### config.mk
export PLATFORM = sky130hd
export DESIGN_NAME = spi_sclk_divider
export DESIGN_NICKNAME = d
export VERILOG_FILES = /design/src/rtl/sclk_div_pkg.sv /design/src/rtl/sclk_div_law.sv /design/src/rtl/sclk_div_shadow.sv /design/src/rtl/sclk_div_counter.sv /design/src/rtl/spi_sclk_divider.sv
export SDC_FILE = /design/constraint.sdc
export NUM_CORES = 1
export LEC_CHECK = 0
export BUFFER_PORTS_ARGS = -buffer_cell sky130_fd_sc_hd__clkbuf_2
export CAP_MARGIN = 20
export CORE_MARGIN = 4
export CORE_UTILIZATION = 40
export CTS_BUF_LIST = sky130_fd_sc_hd__clkbuf_4 sky130_fd_sc_hd__clkbuf_8
export DETAILED_ROUTE_END_ITERATION = 10
export PLACE_DENSITY_LB_ADDON = 0.1
export SYNTH_ARGS = -nofsm -noshare
export SYNTH_HDL_FRONTEND = slang
export SYNTH_HIERARCHICAL = 1
export SYNTH_SLANG_ARGS = --single-unit
### constraint.sdc
create_clock -name clk -period 2.7 [get_ports clk]
set_clock_uncertainty 0.15 [all_clocks]
set_input_delay 0.54 -clock clk [delete_from_list [all_inputs] [get_ports clk]]
set_output_delay 0.54 -clock clk [all_outputs]
set_load 0.01 [all_outputs]
### src/rtl/sclk_div_pkg.sv
package sclk_div_pkg;

  typedef enum logic {
    PATH_POW2 = 1'b0,
    PATH_LIN  = 1'b1
  } path_e;

  // Half-period minus one, in source cycles, for the power-of-two law:
  // full period 2^(e+2), so each half is 2^(e+1).
  function automatic int unsigned pow2_half_m1(input int unsigned e);
    return (32'd1 << (e + 1)) - 32'd1;
  endfunction

  // Half-period minus one for the linear law: full period 2*(n+1).
  function automatic int unsigned lin_half_m1(input int unsigned n);
    return n;
  endfunction

  // Largest half-period (cycles) reachable by each law for a field width.
  function automatic int unsigned pow2_max_half(input int unsigned w);
    return 32'd1 << ((32'd1 << w));
  endfunction

  function automatic int unsigned lin_max_half(input int unsigned w);
    return 32'd1 << w;
  endfunction

endpackage

### src/rtl/sclk_div_law.sv
module sclk_div_law
  import sclk_div_pkg::*;
#(
  parameter int POW_W = 3,
  parameter int LIN_W = 8,
  parameter int HM_W  = 8
) (
  input  logic             path_sel,
  input  logic [POW_W-1:0] pow_exp,
  input  logic [LIN_W-1:0] lin_div,
  output logic [HM_W-1:0]  half_m1
);

  logic [HM_W-1:0] pow_m1;
  logic [HM_W-1:0] lin_m1;
  path_e           path;

  assign path   = path_e'(path_sel);
  assign pow_m1 = HM_W'(pow2_half_m1(32'(pow_exp)));
  assign lin_m1 = HM_W'(lin_half_m1(32'(lin_div)));

  always_comb begin
    unique case (path)
      PATH_LIN:  half_m1 = lin_m1;
      default:   half_m1 = pow_m1;
    endcase
  end

endmodule

### src/rtl/sclk_div_shadow.sv
module sclk_div_shadow #(
  parameter int HM_W = 8
) (
  input  logic            clk,
  input  logic            rst_n,
  input  logic            en,
  input  logic            boundary,
  input  logic [HM_W-1:0] half_m1_live,
  output logic [HM_W-1:0] half_m1_act
);

  logic load;

  assign load = !en || boundary;

  always_ff @(posedge clk or negedge rst_n) begin
    if (!rst_n) begin
      half_m1_act <= '0;
    end else if (load) begin
      half_m1_act <= half_m1_live;
    end
  end


  shadow_hold_chk: assert property (@(posedge clk) disable iff (!rst_n)
    ($past(en) && !$stable(half_m1_act)) |-> $past(boundary));

endmodule

### src/rtl/sclk_div_counter.sv
module sclk_div_counter #(
  parameter int HM_W = 8
) (
  input  logic            clk,
  input  logic            rst_n,
  input  logic            en,
  input  logic            cpol,
  input  logic [HM_W-1:0] half_m1,
  output logic            sclk,
  output logic            edge_tick,
  output logic            half_done,
  output logic            boundary
);

  logic [HM_W-1:0] cnt_q;
  logic            phase_q;
  logic            sclk_q;
  logic            tick_q;
  logic            sclk_n;

  assign half_done = en && (cnt_q == half_m1);
  assign boundary  = half_done && phase_q;

  always_comb begin
    if (!en)            sclk_n = cpol;
    else if (half_done) sclk_n = phase_q ? cpol : ~sclk_q;
    else                sclk_n = sclk_q;
  end

  always_ff @(posedge clk or negedge rst_n) begin
    if (!rst_n) begin
      cnt_q   <= '0;
      phase_q <= 1'b0;
      sclk_q  <= 1'b0;
      tick_q  <= 1'b0;
    end else begin
      if (!en) begin
        cnt_q   <= '0;
        phase_q <= 1'b0;
      end else if (half_done) begin
        cnt_q   <= '0;
        phase_q <= ~phase_q;
      end else begin
        cnt_q   <= cnt_q + 1'b1;
      end
      sclk_q <= sclk_n;
      tick_q <= sclk_n ^ sclk_q;
    end
  end

  assign sclk      = sclk_q;
  assign edge_tick = tick_q;


  cnt_bound_chk: assert property (@(posedge clk) disable iff (!rst_n)
    cnt_q <= half_m1);


  idle_level_chk: assert property (@(posedge clk) disable iff (!rst_n)
    !en |=> (sclk == $past(cpol)));


  no_early_toggle_chk: assert property (@(posedge clk) disable iff (!rst_n)
    ($past(en) && (sclk != $past(sclk))) |-> $past(half_done));


  tick_match_chk: assert property (@(posedge clk) disable iff (!rst_n)
    edge_tick == (sclk != $past(sclk)));

endmodule

### src/rtl/spi_sclk_divider.sv
module spi_sclk_divider
  import sclk_div_pkg::*;
#(
  parameter int POW_W = 3,
  parameter int LIN_W = 8
) (
  input  logic             clk,
  input  logic             rst_n,
  input  logic             en,
  input  logic             path_sel,
  input  logic [POW_W-1:0] pow_exp,
  input  logic [LIN_W-1:0] lin_div,
  input  logic             cpol,
  output logic             sclk,
  output logic             edge_tick
);

  localparam int unsigned POW_MAX = pow2_max_half(POW_W);
  localparam int unsigned LIN_MAX = lin_max_half(LIN_W);
  localparam int unsigned MAX_HALF = (POW_MAX > LIN_MAX) ? POW_MAX : LIN_MAX;
  localparam int HM_W = (MAX_HALF > 2) ? $clog2(MAX_HALF) : 1;

  logic [HM_W-1:0] half_m1_live;
  logic [HM_W-1:0] half_m1_act;
  logic            half_done;
  logic            boundary;

  sclk_div_law #(
    .POW_W(POW_W),
    .LIN_W(LIN_W),
    .HM_W (HM_W)
  ) u_law (
    .path_sel(path_sel),
    .pow_exp (pow_exp),
    .lin_div (lin_div),
    .half_m1 (half_m1_live)
  );

  sclk_div_shadow #(
    .HM_W(HM_W)
  ) u_shadow (
    .clk         (clk),
    .rst_n       (rst_n),
    .en          (en),
    .boundary    (boundary),
    .half_m1_live(half_m1_live),
    .half_m1_act (half_m1_act)
  );

  sclk_div_counter #(
    .HM_W(HM_W)
  ) u_cnt (
    .clk      (clk),
    .rst_n    (rst_n),
    .en       (en),
    .cpol     (cpol),
    .half_m1  (half_m1_act),
    .sclk     (sclk),
    .edge_tick(edge_tick),
    .half_done(half_done),
    .boundary (boundary)
  );


  reset_quiet_chk: assert property (@(posedge clk)
    !rst_n |-> (!sclk && !edge_tick));

endmodule

## Yosys cells after proc, flatten, opt, wreduce, memory -nomap -nowiden

Cells that the tools add are included.
Widths: inputs -> output; s select.

- Register bits after elaboration: 19
- Word-level logic and storage cells: 26

- Add/sub/neg operators: 3
- Equal/unequal tests: 2
- Shift-type cells: 1
- Muxes and demuxes: 8
- Bitwise gates (word level): 3
- Reductions and logical operators: 4

Operators with widths:

| cell | count |
|---|---|
| $shl 1x32->8 const A | 1 |
| $mux 8 | 3 |
| $add 8x1->8 const B | 1 |
| $eq 8x8->1 | 1 |
| $sub 8x1->8 const B | 1 |
| $mux 1 | 5 |
| $add 3x1->4 const B | 1 |
| $logic_and 1x1->1 | 2 |
| $ne 2x1->1 const B | 1 |
| $not 1->1 | 2 |
| $logic_not 1->1 | 1 |
| $logic_or 1x1->1 | 1 |
| $xor 1x1->1 | 1 |

## Depth between registers and ports, before layout

- Word-level depth: 5
- Gate-level depth with buffers: 8
- Mapped depth without buffers: 7

## Modules after synthesis

The synthesis kept the hierarchy.

By module, submodules not included:

| module | times used | cells an instance | area each (um^2) |
|---|---|---|---|
| sclk_div_counter | 1 | 58 | 605.6 |
| sclk_div_shadow | 1 | 18 | 345.3 |
| sclk_div_law | 1 | 33 | 195.2 |

## Worst setup path before layout

Ideal clock, no wire load.

- Path kind: input to register
- From: input port pow_exp[2]
- To: register u_shadow.half_m1_act[6]
- Arrival: 1698 ps
- Data required time: 2425 ps
- Path slack: 727 ps
- Stages on the path: 7
- Path buffers: 1
- Path through: buf_2 > nor3_1 > inv_1 > ha_1 > a31oi_1 > a21oi_1 > mux2_4

- Word-level cells in the longest chain between the ends: 4

Ends and longest elaborated chain:

| element | RTL line | source |
|---|---|---|
| start, declared | spi_sclk_divider.sv:11 | `input logic [POW_W-1:0] pow_exp,` |
| $add 3x1->4 | sclk_div_pkg.sv:11 | `return (32'd1 << (e + 1)) - 32'd1;` |
| $shl 1x32->8 | sclk_div_pkg.sv:11 |  |
| $sub 8x1->8 | sclk_div_pkg.sv:11 |  |
| $mux 8 | sclk_div_law.sv:23 | `unique case (path)` |
| named net half_m1_live[6] | spi_sclk_divider.sv:23 | `logic [HM_W-1:0] half_m1_live;` |
| end signal, assigned | sclk_div_shadow.sv:20 | `half_m1_act <= half_m1_live;` |
| end, declared | sclk_div_shadow.sv:9 | `output logic [HM_W-1:0] half_m1_act` |

The timed path passes the listed nets, and every way through them passes these cells.
A chain may end at the register's enable or synchronous reset.

## Worst setup path after layout

- From: register u_cnt.cnt_q[1]
- To: register u_shadow.half_m1_act[0]

- Word-level cells in the longest chain between the ends: 4

Ends and longest elaborated chain:

| element | RTL line | source |
|---|---|---|
| start, declared | sclk_div_counter.sv:15 | `logic [HM_W-1:0] cnt_q;` |
| start signal, assigned | sclk_div_counter.sv:44 | `cnt_q <= cnt_q + 1'b1;` |
| $eq 8x8->1 | sclk_div_counter.sv:21 | `assign half_done = en && (cnt_q == half_m1);` |
| $logic_and 1x1->1 | sclk_div_counter.sv:21 |  |
| $logic_and 1x1->1 | sclk_div_counter.sv:22 | `assign boundary = half_done && phase_q;` |
| named net boundary | spi_sclk_divider.sv:26 | `logic boundary;` |
| $logic_or 1x1->1 | sclk_div_shadow.sv:14 | `assign load = !en \|\| boundary;` |

The timed path passes the listed nets, and every way through them passes these cells.

==> metrics.md <==
| Metric | Value |
|---|---|
| Post-route ant nets | `0` |
| Crit-path max cell delay | `roughly 430 ps` |
| Port Buffers | `17` |
| Global-route usage over all layers | `12.29%` |
| Gate power share | `approximately a fifth` |
| Clk pwr share | `25.0%` |
| Post-CTS repair timing setup buffer count | `0` |
| Die area | `0.003768 mm^2` |
| Area of the multi-input gates | `621.8 um^2` |
| Top Family by Delay on Critical Path | `simple AND/OR/NAND/NOR gates` |
| IO Count | `18` |
| Register area | `475.5 um^2` |
| Wire length per cell | `12.69 um` |
| Detailed-route DRC error count | `0` |
| Final min period | `2004 ps` |
| Rows | `19` |
| Fin. max-slew vios | `0` |
| Critical-path cell list | `xnor2_1, nand4_1, nor2_1, and3_1, nand2b_4, mux2_4` |
| Leak | `slightly below 0.6 nW` |
| Final hold viol count | `0` |
| Critical path class | `reg2reg` |
| Post-CTS Resized | `0` |
| WP buf/inv | `0` |
| Status | `finished clean` |
| Fmax | `498.9 MHz` |
| Req. time, crit path | `2730 ps` |
| Sw Ratio | `26.83%` |
| Nets | `between 100 and 150` |
| DIE HEIGHT | `61.38 um` |
| Number of global-route vias before repair | `between 700 and 800` |
| Worst path slowest cell | `dfrtp_1` |
| Die width | `between 60 and 70 um` |
| Reg-to-reg endpoint | `u_shadow/half_m1_act[0]` |
| Mapped Cells | `108` |
| P&R area growth vs syn | `10.76%` |
| Critical R2R Launch | `u_cnt/cnt_q[1]` |
| # fillers | `between 200 and 300` |
| Core ar. | `0.002734 mm^2` |
| Max Cap Violations | `0` |
| Initial Util | `41.69%` |
| Via count | `795` |
| Pre-antenna DRT Iters | `3` |
| Setup violators final | `0` |
| Routability congestion estimate | `between 0.7 and 0.8` |
| DR iter-0 viols | `4` |
| Total congestion overflow | `0` |
| Total power | `roughly 600 uW` |
| Pwr dens | `~480 mW/mm^2` |
| Critical Path Fanout Max | `8` |
| CTS buffer count | `3` |
| Largest net degree at the start of global routing | `20` |
| Cell Area, Synth | `0.001140 mm^2` |
| Ant. Diodes | `0` |
| Post-CTS Hold Fix Bufs | `0` |
| YS warnings | `6` |
| CTS sink cnt | `19` |
| H-tree depth | `1` |
| FF-to-FF setup slack | `700 ps` |
| Placed cell count | `152` |
| Setup TNS | `0 ps` |
| Root buffer cell | `clkbuf_4` |
| Data arrival, critical path | `2040 ps` |
| Vias per cell | `5.096` |
| Initial antenna violation count | `0` |
| Clock Latency Late Sink | `290 ps` |
| First-pass GRT wire length | `3470 um` |
| Worst reg2reg path depth | `6` |
| Maximum root-to-sink buffer count | `2` |
| CTS tree | `yes` |
| Drt total wl | `1979 um` |
| Final instance count without filler cells | `approximately 160` |
| Share of layout cells above drive strength 1 | `28.00%` |
| Tcrit/Tclk final | `between 70% and 80%` |
| Clock transition at path regs | `110 ps` |
| Syn Area/Cell | `around 11 um^2` |
| Peak supply drop | `255.7 uV` |
| Pint | `between 400 and 500 uW` |
| Crit start category | `flip-flop` |
| DP HPWL | `1568 um` |
| Sequential group share of total power | `between 50% and 60%` |
| Final hold slack | `27.51 ps` |
| RSZ-0062 raised after global routing | `false` |
| Nature of the critical path endpoint | `flip-flop` |
| Hold/Removal Path Class | `in2async` |
| CP startpoint | `u_cnt/cnt_q[1]` |
| Synth Net Count | `126` |
| NetSw | `161.8 uW` |
## state kept, by name, summed over array words and instances (netlist names)
signal / count
u_cnt/cnt_q: 8
u_cnt/sclk: 1
u_cnt/phase_q: 1
u_cnt/edge_tick: 1
u_shadow/half_m1_act: 8
## worst register-to-register path, delay by kind of cell, from the launching register on
family	cells	cell delay, ps
flip-flops	1	430
XOR/XNOR	1	190
multiplexers	1	310
AND/OR/NAND/NOR	4	810
## how the worst max path moves through the flow
stage / endpoint / slack (ps) / cells after the start
finish: u_shadow/half_m1_act[0] / 700 / 6
global route: u_shadow/half_m1_act[1] / 520 / 6
CTS: u_shadow/half_m1_act[4] / 670 / 6
detailed placement: u_shadow/half_m1_act[4] / 600 / 7
global placement: u_shadow/half_m1_act[4] / 640 / 7
floorplan: u_shadow/half_m1_act[6] / 730 / 7
## per-layer routing
layer  wire (um)  share of wire [%]  global-route usage, %  up-vias
met2         963                 49                  20.24       17
met3          79                4.0                  1.258        2
met1         910                 46                  16.34      370
met4          27                1.4                  5.455        0
li1            -                  -                      -      406
met5           0                  0                      0        -
## metrics by stage
stage	cell area [um^2]	util (%)	worst slack, ps
3_3_place_gp	1232	45.08	635.4
5_1_grt	1262	46.18	521.3
6_report	1262	46.18	695.6
2_1_floorplan	1140	-	727.3
3_5_place_dp	1232	45.08	604.9
4_1_cts	1262	46.18	672.6
## cell type report
cell class                      instances  share of cell area [%]
Sequential cell                        19                   37.66
Timing Repair Buffer                   17                   6.739
Tap cell                               31                   3.072
Clock buffer                            4                   2.379
Multi-Input combinational cell         82                   49.26
Inverter                                3                  0.8920
## power groups by stage
stage	logic, mW	clock network (mW)	registers (mW)
final	0.123	0.151	0.329
after global routing	0.139	0.176	0.334
after CTS	0.126	0.161	0.330
after detailed placement	0.126	0	0.336
after global placement	0.122	0	0.335
after floorplan	0.0927	0	0.330
## layout by cell type, fill, tap and decap left out, drive strengths merged, types with 3 or more instances in the layout
cell type / count
o21ai: 8
xor2: 4
inv: 3
nand4: 3
nand2: 6
nor2: 11
mux2: 8
and3: 3
nand3: 3
xnor2: 12
dfrtp: 19
nand2b: 4
clkbuf: 21
No activity file was read; power rests on OpenSTA's default activity.
